File: config.mk
export PLATFORM = sky130hd
export DESIGN_NAME = swa_switch_alloc
export DESIGN_NICKNAME = d
export VERILOG_FILES = /design/src/rtl/swa_pkg.sv /design/src/rtl/swa_rr_arb.sv /design/src/rtl/swa_credit_ctr.sv /design/src/rtl/swa_switch_alloc.sv
export SDC_FILE = /design/constraint.sdc
export NUM_CORES = 1
export LEC_CHECK = 0
export ABC_AREA = 1
export BUFFER_PORTS_ARGS = -buffer_cell sky130_fd_sc_hd__buf_2
export CAP_MARGIN = 20
export CORE_UTILIZATION = 45
export DETAILED_ROUTE_END_ITERATION = 6
export MAX_ROUTING_LAYER = met4
export PLACE_DENSITY = 0.63
export SLEW_MARGIN = 40
export SYNTH_ARGS = -nofsm -noshare
export SYNTH_HDL_FRONTEND = slang
export SYNTH_SLANG_ARGS = --single-unit
File: constraint.sdc
create_clock -name clk -period 9.5 [get_ports clk]
set_input_delay 0.475 -clock clk [delete_from_list [all_inputs] [get_ports clk]]
set_output_delay 0.475 -clock clk [all_outputs]
set_load 0.02 [all_outputs]
File: src/rtl/swa_pkg.sv
package swa_pkg;

  // Next position of a round-robin pointer: one past the winner, wrapping at n.
  function automatic int unsigned wrap_inc(int unsigned x, int unsigned n);
    return (x + 1 >= n) ? 0 : x + 1;
  endfunction

  // Credit arithmetic: take and give together cancel; never below 0 or above full.
  function automatic int unsigned credit_next(int unsigned c, logic take, logic give,
                                              int unsigned full);
    if (take && !give && c > 0)     return c - 1;
    if (give && !take && c < full)  return c + 1;
    return c;
  endfunction

endpackage

File: src/rtl/swa_rr_arb.sv
module swa_rr_arb #(
  parameter int N = 4
) (
  input  logic         clk,
  input  logic         rst_n,
  input  logic [N-1:0] req,
  input  logic         adv,
  output logic [N-1:0] gnt
);
  localparam int IW = (N > 1) ? $clog2(N) : 1;

  logic [IW-1:0] ptr_q;
  logic [IW-1:0] win;
  logic          any;

  always_comb begin
    gnt = '0;
    win = '0;
    any = 1'b0;
    for (int k = 0; k < N; k++) begin
      int idx;
      idx = int'(ptr_q) + k;
      if (idx >= N) idx = idx - N;
      if (!any && req[idx]) begin
        any      = 1'b1;
        gnt[idx] = 1'b1;
        win      = IW'(idx);
      end
    end
  end

  always_ff @(posedge clk) begin
    if (!rst_n)          ptr_q <= '0;
    else if (adv && any) ptr_q <= IW'(swa_pkg::wrap_inc(int'(win), N));
  end

endmodule

File: src/rtl/swa_credit_ctr.sv
module swa_credit_ctr #(
  parameter int DEPTH = 4,
  parameter int CW    = 3
) (
  input  logic          clk,
  input  logic          rst_n,
  input  logic          take,
  input  logic          give,
  output logic [CW-1:0] cnt,
  output logic          avail
);
  always_ff @(posedge clk) begin
    if (!rst_n) cnt <= CW'(DEPTH);
    else        cnt <= CW'(swa_pkg::credit_next(int'(cnt), take, give, DEPTH));
  end

  assign avail = (cnt != '0);

endmodule

File: src/rtl/swa_switch_alloc.sv
module swa_switch_alloc #(
  parameter int NPORT = 5,
  parameter int NVC   = 2,
  parameter int DEPTH = 4,
  localparam int VCW  = (NVC > 1) ? $clog2(NVC) : 1,
  localparam int CW   = $clog2(DEPTH + 1)
) (
  input  logic                       clk,
  input  logic                       rst_n,
  input  logic [NPORT*NVC-1:0]       in_valid,
  input  logic [NPORT*NVC*NPORT-1:0] in_oport,
  input  logic [NPORT*NVC*VCW-1:0]   in_ovc,
  input  logic [NPORT*NVC-1:0]       cred_ret,
  output logic [NPORT*NVC-1:0]       in_gnt,
  output logic [NPORT-1:0]           out_valid,
  output logic [NPORT*NPORT-1:0]     out_src,
  output logic [NPORT*VCW-1:0]       out_vcid,
  output logic [NPORT*NVC*CW-1:0]    cred_cnt
);
  localparam int NIV = NPORT * NVC;

  // Named internal events, also observed by the bound checker
  logic [NIV-1:0]   has_cr;    // downstream VC o*NVC+v has a credit
  logic [NIV-1:0]   elig;      // input VC passes the credit mask
  logic [NIV-1:0]   s1_gnt;    // first-level winners
  logic [NPORT-1:0] won;       // input port's winner won its output
  logic [NIV-1:0]   send_ov;   // departure toward downstream VC o*NVC+v

  logic [NPORT-1:0] s1_oport [NPORT];
  logic [VCW-1:0]   s1_ovc   [NPORT];
  logic [NPORT-1:0] s2_req   [NPORT];
  logic [NPORT-1:0] s2_gnt   [NPORT];

  // Request masking by downstream credit
  always_comb begin
    for (int iv = 0; iv < NIV; iv++) begin
      logic [NPORT-1:0] op;
      logic [VCW-1:0]   ov;
      logic             ok;
      op = in_oport[iv*NPORT +: NPORT];
      ov = in_ovc[iv*VCW +: VCW];
      ok = 1'b0;
      for (int o = 0; o < NPORT; o++) begin
        if (op[o] && int'(ov) < NVC && has_cr[o*NVC + int'(ov)]) ok = 1'b1;
      end
      elig[iv] = in_valid[iv] && $onehot(op) && ok;
    end
  end

  // First level: one VC per input port
  for (genvar i = 0; i < NPORT; i++) begin : g_in
    swa_rr_arb #(.N(NVC)) u_vc_arb (
      .clk  (clk),
      .rst_n(rst_n),
      .req  (elig[i*NVC +: NVC]),
      .adv  (won[i]),
      .gnt  (s1_gnt[i*NVC +: NVC])
    );
  end

  always_comb begin
    for (int i = 0; i < NPORT; i++) begin
      s1_oport[i] = '0;
      s1_ovc[i]   = '0;
      for (int v = 0; v < NVC; v++) begin
        if (s1_gnt[i*NVC+v]) begin
          s1_oport[i] = in_oport[(i*NVC+v)*NPORT +: NPORT];
          s1_ovc[i]   = in_ovc[(i*NVC+v)*VCW +: VCW];
        end
      end
    end
    for (int o = 0; o < NPORT; o++)
      for (int i = 0; i < NPORT; i++)
        s2_req[o][i] = s1_oport[i][o];
  end

  // Second level: one input port per output port
  for (genvar o = 0; o < NPORT; o++) begin : g_out
    swa_rr_arb #(.N(NPORT)) u_port_arb (
      .clk  (clk),
      .rst_n(rst_n),
      .req  (s2_req[o]),
      .adv  (1'b1),
      .gnt  (s2_gnt[o])
    );
  end

  always_comb begin
    won = '0;
    for (int o = 0; o < NPORT; o++) begin
      logic [VCW-1:0] tag;
      tag = '0;
      for (int i = 0; i < NPORT; i++) begin
        if (s2_gnt[o][i]) begin
          won[i] = 1'b1;
          tag    = s1_ovc[i];
        end
      end
      out_valid[o]                = |s2_gnt[o];
      out_src[o*NPORT +: NPORT]   = s2_gnt[o];
      out_vcid[o*VCW +: VCW]      = tag;
      for (int v = 0; v < NVC; v++)
        send_ov[o*NVC+v] = out_valid[o] && (int'(tag) == v);
    end
    for (int i = 0; i < NPORT; i++)
      in_gnt[i*NVC +: NVC] = won[i] ? s1_gnt[i*NVC +: NVC] : '0;
  end

  // Per-downstream-VC credit counters
  for (genvar k = 0; k < NIV; k++) begin : g_cr
    swa_credit_ctr #(.DEPTH(DEPTH), .CW(CW)) u_ctr (
      .clk  (clk),
      .rst_n(rst_n),
      .take (send_ov[k]),
      .give (cred_ret[k]),
      .cnt  (cred_cnt[k*CW +: CW]),
      .avail(has_cr[k])
    );
  end

endmodule

-- Word-level counts from Yosys, hierarchy flattened
Cells that the tools add are included.
- flip-flop bits (word level): 50
- bits in latches: 0
- memory bits (writable): 0
- bits in read-only memories: 0
- bits of input ports: 82
- word-level logic and storage cells: 1350
- memories kept: 0
- $add $sub $neg: 170
- $mul: 0
- divide/modulo/power cells: 0
- order comparisons: 185
- eq/ne operators: 10
- shift-type cells: 0
- mux-type cells: 680
- bitwise logic cells: 30
- reductions and logical operators: 255
- operators with widths (operator ; count):
    >= comparator 32 x 1 -> 1 bit (second input constant) ; 35
    2-to-1 mux 32 bit ; 35
    < comparator 32 x 5 -> 1 bit (second input constant) ; 25
    >= comparator 32 x 4 -> 1 bit (second input constant) ; 20
    subtractor 32 x 4 -> 32 bit (second input constant) ; 20
    2-to-1 mux 1 bit ; 425
    < comparator 32 x 3 -> 1 bit (second input constant) ; 10
    2-to-1 mux 3 bit ; 70
    logical AND 1 bit ; 185
    2-to-1 mux 5 bit ; 35
    binary-select mux 1 bit (select 4 bit) ; 40
    >= comparator 32 x 3 -> 1 bit (second input constant) ; 5
    subtractor 32 x 3 -> 32 bit (second input constant) ; 5
    < comparator 4 x 5 -> 1 bit (second input constant) ; 20
    OR 5 bit ; 20
    adder 3 x 1 -> 4 bit (first input constant) ; 20
    binary-select mux 1 bit (select 3 bit) ; 25
    demux 1 bit (select 3 bit) ; 25
    adder 4 x 1 -> 5 bit (first input constant) ; 10
    < comparator 1 x 5 -> 1 bit (second input constant) ; 10
    < comparator 3 x 5 -> 1 bit (second input constant) ; 10
    < comparator 5 bit (second input constant) ; 10
    logical NOT 1 bit ; 45
    adder 1 x 1 -> 2 bit ; 20
    25 further kinds ; 205

-- Depth between registers and ports, before layout
- word-level depth: 50
- mapped depth: 33
- depth with buffers taken out: 32

-- Cells and area by module
From an unflattened synthesis, not the netlist that was laid out.
- cells, all modules: 2282
- area, all modules: 13908.3 µm²
- modules (own cells, without submodules) (module ; instances ; cells each ; area an instance (µm²) ; seq. area each (µm²)):
    swa_rr_arb at g_out[1].u_port_arb ... ; 3 ; 277 ; 1691.6 ; 60.1
    swa_credit_ctr ; 10 ; 38 ; 246.5 ; 60.1
    swa_switch_alloc ; 1 ; 428 ; 2376.0 ; 0.0
    swa_rr_arb at g_out[4].u_port_arb ; 1 ; 304 ; 1873.0 ; 60.1
    swa_rr_arb at g_out[0].u_port_arb ; 1 ; 294 ; 1800.5 ; 60.1
    swa_rr_arb at g_in[0].u_vc_arb ... ; 5 ; 9 ; 63.8 ; 20.0

-- Worst setup path before layout
OpenSTA, ideal clock, no wires.
- path kind: input to output
- start point: input in_oport[25]
- end point: output in_gnt[6]
- arrival time: 4.294 ns
- setup slack: 4.731 ns
- stages on the path: 21
- path buffers: 0
- cells stage by stage: fa_1 inv_1 fa_1 inv_1 ha_1 nor4_1 nand2_1 nor2_4 nand2_2 nand2_1 nand3_1 nand3_1 nand2_1 nor2_2 inv_1 nor2_4 nand2_1 nand3_1 nor2_1 and3b_1 nor3b_1
- elaborated cells between the ends (all ways): 212
- RTL lines (item ; line ; source):
    start: declaration ; swa_switch_alloc.sv:11 ; input logic [NPORT*NVC*NPORT-1:0] in_oport,
    branches (longest 6 deep; another with adder 2 x 2 -> 3 bit) ; n/a ;
    logical AND 1 bit * ; swa_switch_alloc.sv:46 ; elig[iv] = in_valid[iv] && $onehot(op) && ok;
    2-to-1 mux 1 bit (not written as such) (3 in a row) ; swa_rr_arb.sv:24 ; if (!any && req[idx]) begin
    2-to-1 mux 1 bit ; swa_rr_arb.sv:24 ;
    logical NOT 1 bit ; swa_rr_arb.sv:24 ;
    logical AND 1 bit ; swa_rr_arb.sv:24 ;
    2-to-1 mux 2 bit * ; swa_rr_arb.sv:24 ;
    2-to-1 mux 5 bit ; swa_switch_alloc.sv:66 ; if (s1_gnt[i*NVC+v]) begin
    [... 12 more ...] ; n/a ;
    logical AND 1 bit ; swa_rr_arb.sv:24 ;
    2-to-1 mux 1 bit ; swa_rr_arb.sv:24 ;
    logical NOT 1 bit ; swa_rr_arb.sv:24 ;
    logical AND 1 bit ; swa_rr_arb.sv:24 ;
    2-to-1 mux 5 bit * ; swa_rr_arb.sv:24 ;
    net out_src[13] ; swa_switch_alloc.sv:16 ; output logic [NPORT*NPORT-1:0] out_src,
    2-to-1 mux 1 bit * (3 in a row) ; swa_switch_alloc.sv:94 ; if (s2_gnt[o][i]) begin
    2-to-1 mux 2 bit * ; swa_switch_alloc.sv:106 ; in_gnt[i*NVC +: NVC] = won[i] ? s1_gnt[i*NVC +: NVC] : '0;
    end: declaration ; swa_switch_alloc.sv:14 ; output logic [NPORT*NVC-1:0] in_gnt,
Mark *: on every way through the listed nets, which the timed path passes. The select of a mux whose other input is x is not followed.

-- Worst setup path in the final report
- start point: register g_out[3].u_port_arb.ptr_q[0]
- end point: output in_gnt[6]
- cells in the longest elaborated chain, start to end: 21
- elaborated cells between the ends (all ways): 83
- RTL lines (item ; line ; source):
    start: declaration ; swa_rr_arb.sv:12 ; logic [IW-1:0] ptr_q;
    start signal: assignment ; swa_rr_arb.sv:34 ; else if (adv && any) ptr_q <= IW'(swa_pkg::wrap_inc(int'(win), N));
    branches (longest 17 deep; another with subtractor 32 x 4 -> 32 bit) ; n/a ;
    2-to-1 mux 5 bit * ; swa_rr_arb.sv:24 ;
    2-to-1 mux 1 bit * (2 in a row) ; swa_switch_alloc.sv:94 ;
    2-to-1 mux 2 bit * ; swa_switch_alloc.sv:106 ;
Every way passes the cells marked *. The select of a mux whose other input is x is not followed.

==> results.sh <==
export IMPL_outcome="complete, no violations"
export IMPL_worst_setup_path_start_kind="register"
export IMPL_syn_nets=2578
export IMPL_ctsResizeCount=0
export IMPL_cts_tree="yes"
export IMPL_worst_setup_hold_path_clk_slew_ns=0.10
export IMPL_drc_errors=0
export IMPL_synth_cell_type_count=71
export IMPL_rsz0062_at_grt="false"
export IMPL_routed_via_density=5.49
export IMPL_muxShareOfSynthArea_pct=0
export IMPL_routedWlPerCell_um=17.3
export IMPL_synthSimpleGateAreaFrac_pct=47.9
export IMPL_clock_latency_ns=0.35
export IMPL_syn_inst=2323
export IMPL_relSlewSlack_pct=46.4
export IMPL_initial_utilization_pct=45.7
export IMPL_ys_seq_area_share_pct=7.39
export IMPL_grt_pass1_vias=14600
export IMPL_hold_start="cred_ret[9]"
export IMPL_dpl_hpwl_mm=41.0
export IMPL_hold_end="g_cr[9].u_ctr.cnt[2]"
export IMPL_io_buffers=156
export IMPL_core_um2=29600
export IMPL_crit_fanout=13
export IMPL_netlist_area_um2=13500
export IMPL_post_cts_setup_buffer_count=0
export IMPL_hold_depth=3
export IMPL_holdWs_ns=0.440
export IMPL_fin_setup_tns_ns=0
export IMPL_die_x_um=175
export IMPL_synth_ff_type="dfxtp_1"
export IMPL_postSynthAreaPerCell_um2=5.83
export IMPL_finalHoldViolCount=0
export IMPL_grt_start_max_net_pins=31
export IMPL_htreeDepth=2
export IMPL_r2r_end="g_out[0].u_port_arb.ptr_q[1]"
export IMPL_ff2ff_setup_slack_ns=4.34
export IMPL_ys_seq_elements=50
export IMPL_period_share_pct=61.3
export IMPL_crit_reg2reg_launch="g_out[0].u_port_arb.ptr_q[0]"
export IMPL_synth_top_family_by_area="simple AND/OR/NAND/NOR gates"
export IMPL_grt_first_pass_wirelength_mm=77.6
export IMPL_routed_wl_mm=49.6
export IMPL_boundaryPins=157
export IMPL_layout_nets=2722
export IMPL_firstDrtPassIters=6
export IMPL_skew_ns=0.0208
export IMPL_synth_fa_ha_area_share_pct=17.4
export IMPL_synth_edf_count=0
export IMPL_slew_viol_final=0
export IMPL_synthXorXnorAreaFrac_pct=2.20
export IMPL_critPathCaptureType="output pin"
export IMPL_fin_crit_ns=5.82
export IMPL_syn2layout_area_growth_pct=9.89
export IMPL_routabilityCongestion=0.976
export IMPL_fp_row_count=63
export IMPL_root_buffer="clkbuf_16"
export IMPL_antenna_found_initial=2
export IMPL_clockBufferDepth=2
export IMPL_crit_arrival_ns=5.35
export IMPL_drive_gt1_share_pct=14.6
export IMPL_worstMarginPinSlew_ns=0.804
export IMPL_cts_made_buffers=5
export IMPL_track_usage_pct=33.0
export IMPL_async_flop_share_pct=0
export IMPL_hp_class="in2reg"
export IMPL_worstSetupPathType="reg2out"
export IMPL_drtAntennaViolNets=0
export IMPL_dieHeight_um=175
export IMPL_fp_dieArea_um2=30800
export IMPL_grt_overflow=0
export IMPL_fmax_ghz=0.172
export IMPL_ctsHoldBuffers=0
export IMPL_r2r_cells=24
export IMPL_clock_sinks=50
export IMPL_drt_iter0_drc=1133
export IMPL_num_vias=15700
export IMPL_yosysWarningCount=0
export IMPL_post_route_util_pct=50.2
export IMPL_synth_compound_area_share_pct=13.0
export IMPL_cp_required_ns=9.03
export IMPL_drv_cap=0
export IMPL_setup_viol=0
-- cells in the mapped netlist, drive strengths merged, types with 2 or more instances --
cell type | instances | area share (%)
nor4 | 19 | 1.0
nor4b | 2 | 0.13
a21oi | 115 | 4.5
o22ai | 11 | 0.51
a31oi | 8 | 0.42
nor2 | 334 | 11
a221oi | 2 | 0.13
fa | 25 | 3.7
xor2 | 32 | 2.1
o21bai | 5 | 0.39
o211ai | 4 | 0.26
buf | 14 | 0.83
o21ai | 131 | 5.0
clkinv | 6 | 0.17
nor3 | 56 | 2.3
nand3 | 271 | 12
nand3b | 12 | 0.69
a32o | 2 | 0.15
clkbuf | 7 | 0.20
a22oi | 2 | 0.11
o221ai | 2 | 0.13
nand4 | 58 | 3.2
o31ai | 4 | 0.22
inv | 392 | 11
and3 | 2 | 0.092
xnor2 | 2 | 0.13
or2 | 14 | 0.65
ha | 148 | 14
nand2 | 571 | 17
a211oi | 5 | 0.28
a21boi | 5 | 0.28
dfxtp | 50 | 7.4
a21o | 3 | 0.17
-- per-stage QoR --
| stage | std cells | setup WS, ns | area [um^2] |
|---|---|---|---|
| final | 2860 | 3.68 | 14900 |
| after global routing | 2860 | 3.21 | 14900 |
| after CTS | 2857 | 3.73 | 14800 |
| after detailed placement | 2849 | 3.87 | 14700 |
| after global placement | 2849 | 3.94 | 14700 |
| after floorplan | 2323 | 4.73 | 13500 |
-- routing by layer --
layer	track usage, %	wire (um)	part of all wire, %
met1	42.2	22400	45
met5	-	0	0
met4	11.9	1760	3.5
met3	3.51	2730	5.5
met2	53.7	22700	46
-- final cells by class --
cell class                 count  area, um^2
fill                        3245       14800
multi-input combinational   1854       10900
inverter                     398        1490
sequential                    50        1000
timing repair buffer         158         816
tap                          390         488
clock buffer                   5         125
clock inverter                 3        45.0
antenna                        2        5.00
-- how the worst max path moves through the flow --
stage,startpoint,endpoint,slack [ns],cells past startpoint
after floorplan,in_oport[25],in_gnt[6],4.73,21
after global placement,in_oport[30],in_gnt[9],3.94,24
after detailed placement,in_oport[30],in_gnt[9],3.87,24
after CTS,g_out[3].u_port_arb.ptr_q[0],in_gnt[6],3.73,21
after global routing,g_out[3].u_port_arb.ptr_q[0],in_gnt[6],3.21,21
final,g_out[3].u_port_arb.ptr_q[0],in_gnt[6],3.68,21
-- cell usage in the layout (no fill, tap or decap), types with 30 or more instances in the layout --
master and count:
xor2_1 32, o21ai_0 101, nor3_1 50, inv_2 30, a21oi_1 109, inv_1 362
ha_1 148, nand3_1 230, nand4_1 48, nand2_1 532, dfxtp_1 50, nand3_2 36
buf_2 156, nor2_1 293
-- critical path, stage by stage, from the launching register on --
cell,delay (ns)
dfxtp_1,0.69
clkinv_1,0.44
ha_1,0.36
ha_1,0.45
clkinv_1,0.33
nor2_1,0.22
nor2_1,0.08
inv_1,0.07
a21oi_2,0.04
xor2_1,0.28
inv_1,0.16
o21ai_0,0.21
nand2_1,0.11
nor2_4,0.14
inv_2,0.06
nor2_4,0.24
nand2_1,0.08
nand3_1,0.17
nor2_1,0.05
and3b_1,0.22
nor3b_1,0.35
buf_2,0.24
-- kinds of logic after synthesis --
group | after synthesis
adders and majority gates | 173
xor gates and xnor gates | 34
DFF | 50
buffers and inverters | 419
and+or+nand+nor | 1342
AOI/OAI and AO/OA | 305
-- registers in the layout, summed over array words and instances (netlist names), named ones only --
name	count
g_out.u_port_arb.ptr_q	15
g_cr.u_ctr.cnt	30
Power is left out: the tool's default activity adds up to more than one toggle a clock period on the data nets, which glitch-free logic cannot reach.
